<file path="src/rtl/gap_pkg.sv">
package gap_pkg;
  localparam int unsigned NW = 8;
  typedef logic [NW-1:0] nval_t;

  function automatic nval_t clamp_n(nval_t n, nval_t mn, nval_t mx);
    if (n < mn) return mn;
    if (n > mx) return mx;
    return n;
  endfunction

  // Period length for the next period, chosen at a period boundary.
  function automatic nval_t next_n(nval_t n, logic lo, logic hi, nval_t mn, nval_t mx);
    nval_t r;
    if (lo && n > mn)             r = n - 1'b1;
    else if (!lo && hi && n < mx) r = n + 1'b1;
    else                          r = n;
    return clamp_n(r, mn, mx);
  endfunction

  // True when slot index pos is the last slot of an n-cycle period.
  function automatic logic last_slot(nval_t pos, nval_t n);
    return ({1'b0, pos} + 1'b1) >= {1'b0, n};
  endfunction
endpackage

</file>
<file path="src/rtl/gap_period_ctrl.sv">
module gap_period_ctrl
  import gap_pkg::*;
(
  input  logic  clk,
  input  logic  rst,
  input  logic  wrap,
  input  logic  lo_fill,
  input  logic  hi_fill,
  input  nval_t n_nom,
  input  nval_t n_min,
  input  nval_t n_max,
  output nval_t n_cur
);
  always_ff @(posedge clk) begin
    if (rst)       n_cur <= clamp_n(n_nom, n_min, n_max);
    else if (wrap) n_cur <= next_n(n_cur, lo_fill, hi_fill, n_min, n_max);
  end
endmodule

</file>
<file path="src/rtl/gap_slot_counter.sv">
module gap_slot_counter
  import gap_pkg::*;
(
  input  logic  clk,
  input  logic  rst,
  input  nval_t n_cur,
  output logic  wrap
);
  nval_t pos;

  assign wrap = !rst && last_slot(pos, n_cur);

  always_ff @(posedge clk) begin
    if (rst)       pos <= '0;
    else if (wrap) pos <= '0;
    else           pos <= pos + 1'b1;
  end
endmodule

</file>
<file path="src/rtl/gap_enable_gen.sv">
module gap_enable_gen
  import gap_pkg::*;
(
  input  logic          clk,
  input  logic          rst,
  input  logic [NW-1:0] cfg_n_nom,
  input  logic [NW-1:0] cfg_n_min,
  input  logic [NW-1:0] cfg_n_max,
  input  logic          fifo_almost_empty,
  input  logic          fifo_almost_full,
  input  logic          fifo_empty,
  output logic          read_en,
  output logic          ovh_slot,
  output logic          just_slot,
  output logic [NW-1:0] n_eff
);
  logic wrap;        // last slot of the current period
  logic data_slot;   // slot scheduled to carry payload

  gap_period_ctrl u_period (
    .clk     (clk),
    .rst     (rst),
    .wrap    (wrap),
    .lo_fill (fifo_almost_empty),
    .hi_fill (fifo_almost_full),
    .n_nom   (cfg_n_nom),
    .n_min   (cfg_n_min),
    .n_max   (cfg_n_max),
    .n_cur   (n_eff)
  );

  gap_slot_counter u_slots (
    .clk   (clk),
    .rst   (rst),
    .n_cur (n_eff),
    .wrap  (wrap)
  );

  assign data_slot = !rst && !wrap;
  assign ovh_slot  = wrap;
  assign read_en   = data_slot && !fifo_empty;
  assign just_slot = data_slot && fifo_empty;
endmodule

</file>
<file path="config.mk">
export PLATFORM = sky130hd
export DESIGN_NAME = gap_enable_gen
export DESIGN_NICKNAME = d
export VERILOG_FILES = /design/src/rtl/gap_pkg.sv /design/src/rtl/gap_period_ctrl.sv /design/src/rtl/gap_slot_counter.sv /design/src/rtl/gap_enable_gen.sv
export SDC_FILE = /design/constraint.sdc
export NUM_CORES = 1
export LEC_CHECK = 0
export ABC_CLOCK_PERIOD_IN_PS = 4100
export BUFFER_PORTS_ARGS = -buffer_cell sky130_fd_sc_hd__clkbuf_2
export CAP_MARGIN = 5
export CORE_ASPECT_RATIO = 1.75
export CORE_MARGIN = 2
export CORE_UTILIZATION = 30
export DETAILED_ROUTE_END_ITERATION = 10
export MAX_ROUTING_LAYER = met4
export SYNTH_ARGS = -nofsm -noshare
export SYNTH_HDL_FRONTEND = slang
export SYNTH_HIERARCHICAL = 1
export SYNTH_SLANG_ARGS = --single-unit
</file>
<file path="constraint.sdc">
create_clock -name clk -period 4.1 [get_ports clk]
set_input_delay 0.82 -clock clk [delete_from_list [all_inputs] [get_ports clk]]
set_output_delay 0.82 -clock clk [all_outputs]
set_load 0.01 [all_outputs]
</file>
==> results_dict.tcl <==
set metrics [dict create \
    status "finished with violations" \
    violations "negative setup slack" \
    tritoncts.num_buffers 3 \
    grtUsageTotal 0.204 \
    synth_area_leaders "ha_1 27%, edfxtp_1 9.3%, dfxtp_1 6.2%" \
    synthesis.nets 373 \
    setup_viol 4 \
    clock_path_buffers 2 \
    critPathMaxFanout 7 \
    drtIter0Drc 93 \
    combPwrFrac 0.678 \
    max_cap_viol_count 0 \
    viasPerCell 5.30 \
    net-switching-power_uw 560 \
    internal-power_uw 789 \
    cts_hold_buf 0 \
    worst_clock_skew_ns 0.00620 \
    arrival_ns 4.23 \
    synthMostInstantiatedCell "ha_1" \
    layout.nets 494 \
    critPathKind "input pin to register" \
    leakage_nw 1.89 \
    critPathCaptureType "register" \
    p_clk_frac 0.162 \
    synthFlopType "edfxtp_1" \
    setup_ws_ns -0.0630 \
    die_w_um 74.1 \
    overflow 0 \
    die_area_um2 9380 \
    numPortBuffers 39 \
    drt-pass1-iter-count 7 \
    synth.mux.area_fraction 0.0364 \
    drive_above_1_share 0.527 \
    wl_per_cell_um 17.9 \
    rsz0062_at_grt "true" \
    finalCriticalPeriod_ns 4.16 \
    synth_xor_area_frac 0.0500 \
    synth_area_leader_cell "ha_1" \
    synth_cell_type_count 61 \
    worst_slew_pin_slew_ns 0.527 \
    antenna_found_initial 0 \
    hold_class "register to register" \
    antennaDiodeCount 0 \
    num_rows 44 \
    worstPathRequired_ns 4.17 \
    die_h_um 127 \
    grt_start_max_net_pins 16 \
    synthAdderAreaFrac 0.272 \
    synth_commonest_cells "56 x ha_1, 33 x inv_1, 20 x nor2_1, 19 x a21oi_1, 15 x nand2_1" \
    ant_nets 0 \
    cts_tree "yes" \
    ir_drop_v 0.000164 \
    maxSlewViolCount 0 \
    timing.fmax_ghz 0.240 \
    yosysTopAreaCellShare 0.272 \
    slew-limit-headroom 0.648 \
    globalplace.congestion 0.878 \
    synth_top_family_by_area "adder cells" \
    start_util 0.310 \
    period_share 1.02 \
    grt_first_pass_wirelength_um 14300 \
    clk_pin_slew_ns 0.06 \
    yosys_register_bits 16 \
    ioPinCount 40 \
    grt_pass1_vias 2915 \
    switching_share 0.415 \
    critPathLaunchType "input pin" \
    cts_sinks 16 \
    coreArea_um2 8310 \
    syn2layout_area_growth_pct 58.5 \
    synth-compound-area-share 0.243 \
    hold_viol 0 \
    vias 2772 \
    wl_um 9350 \
    pre_cts_slack_ns -0.862 \
    p_seq_frac 0.160 \
    clock_latency_ns 0.25 \
    drc 0 \
    async_flop_share 0 \
    netlist_instances 288 \
    synthSimpleGateAreaFrac 0.194 \
    cts_root_buffer "clkbuf_16" \
    ys.warnings.count 6 \
    power.density_nw_per_um2 330 \
    avgSynthCellArea_um2 8.95 \
    cts_max_level 1 \
    finalPower_mw 1.35 \
    netlist_area_um2 2580 \
    synth_edf_count 8 \
    dp_hpwl_um 7360 \
    seq_area_frac_synth 0.155 \
]
==> per-stage QoR <==
stage	hold WS (ns)	setup TNS, ns	area (um^2)	util	instances
finish	0.550	-0.179	4090	0.492	523
global route	0.574	-1.29	4090	0.492	523
CTS	0.558	-0.258	3770	0.453	515
detailed placement	0.540	-6.26	3400	0.409	502
global placement	0.524	-5.69	3400	0.409	502
floorplan	0.484	0	2610	-	288
==> layout make-up <==
type                       count  area [um^2]
timing repair buffer         117          810
inverter                      33          131
multi-input combinational    238         2510
clock buffer                   4         88.8
tap                          115          144
sequential                    16          400
fill                         767         4230
==> cell families after synthesis <==
logic type,after synthesis
mux,8
xor+xnor,13
simple gates,83
buf+inv,34
fa+ha+maj,56
compound gates,78
flops,16
==> worst paths after layout <==
path,startpoint,to,slack (ns),cells past startpoint
hold / removal,u_slots/pos[0],u_slots/pos[0],0.55,1
hold reg to reg,u_slots/pos[0],u_slots/pos[0],0.55,1
setup / recovery,cfg_n_min[5],u_period/n_cur[7],-0.06,19
setup reg to reg,u_period/n_cur[2],u_period/n_cur[7],0.06,18
==> repair_timing <==
action,4_1_cts,5_1_grt
gates resized for setup,37,49
endpoints found under the setup margin,8,8
pin swaps,30,49
buffers inserted,9,9
==> cells in the final DEF, fill, tap and decap left out, types with 8 or more instances in the layout <==
| cell type | n |
|---|---|
| ha_4 | 16 |
| buf_4 | 77 |
| inv_2 | 8 |
| inv_1 | 22 |
| nand2_1 | 14 |
| nor2_1 | 17 |
| a21oi_1 | 14 |
| ha_1 | 37 |
| nand4_1 | 8 |
| edfxtp_1 | 8 |
| clkbuf_2 | 35 |
| dfxtp_1 | 8 |
| nand3_1 | 8 |
==> power groups by stage <==
stage	combinational (mW)	sequential, mW	clock (mW)
finish	0.915	0.216	0.218
detailed placement	0.708	0.212	0
CTS	0.800	0.214	0.221
global placement	0.696	0.212	0
global route	0.993	0.218	0.227
floorplan	0.386	0.235	0
==> critical path: stages <==
cell and delay [ns]:
clkbuf_2 0.07, inv_1 0.08, ha_4 0.28, nand4_1 0.11
buf_4 0.17, a21oi_4 0.17, o21ai_4 0.10, o41ai_4 0.41
xor2_2 0.17, ha_4 0.31, a21oi_4 0.06, o21ai_4 0.18
o2111ai_2 0.16, a31oi_1 0.21, o41ai_2 0.12, o21ai_2 0.19
mux2i_4 0.14, buf_6 0.18, a221oi_4 0.30
==> routing by layer <==
metal	wire, um	vias to the layer above	track usage
met1	3220	1304	0.198
met4	767	0	0.126
li1	-	1330	-
met3	267	49	0.0159
met2	5100	89	0.372
met5	0	-	-
==> sequential cells by signal, summed over array words and instances (netlist names) <==
name,count
u_period/n_cur,8
u_slots/pos,8
No activity file was read; power rests on OpenSTA's default activity.
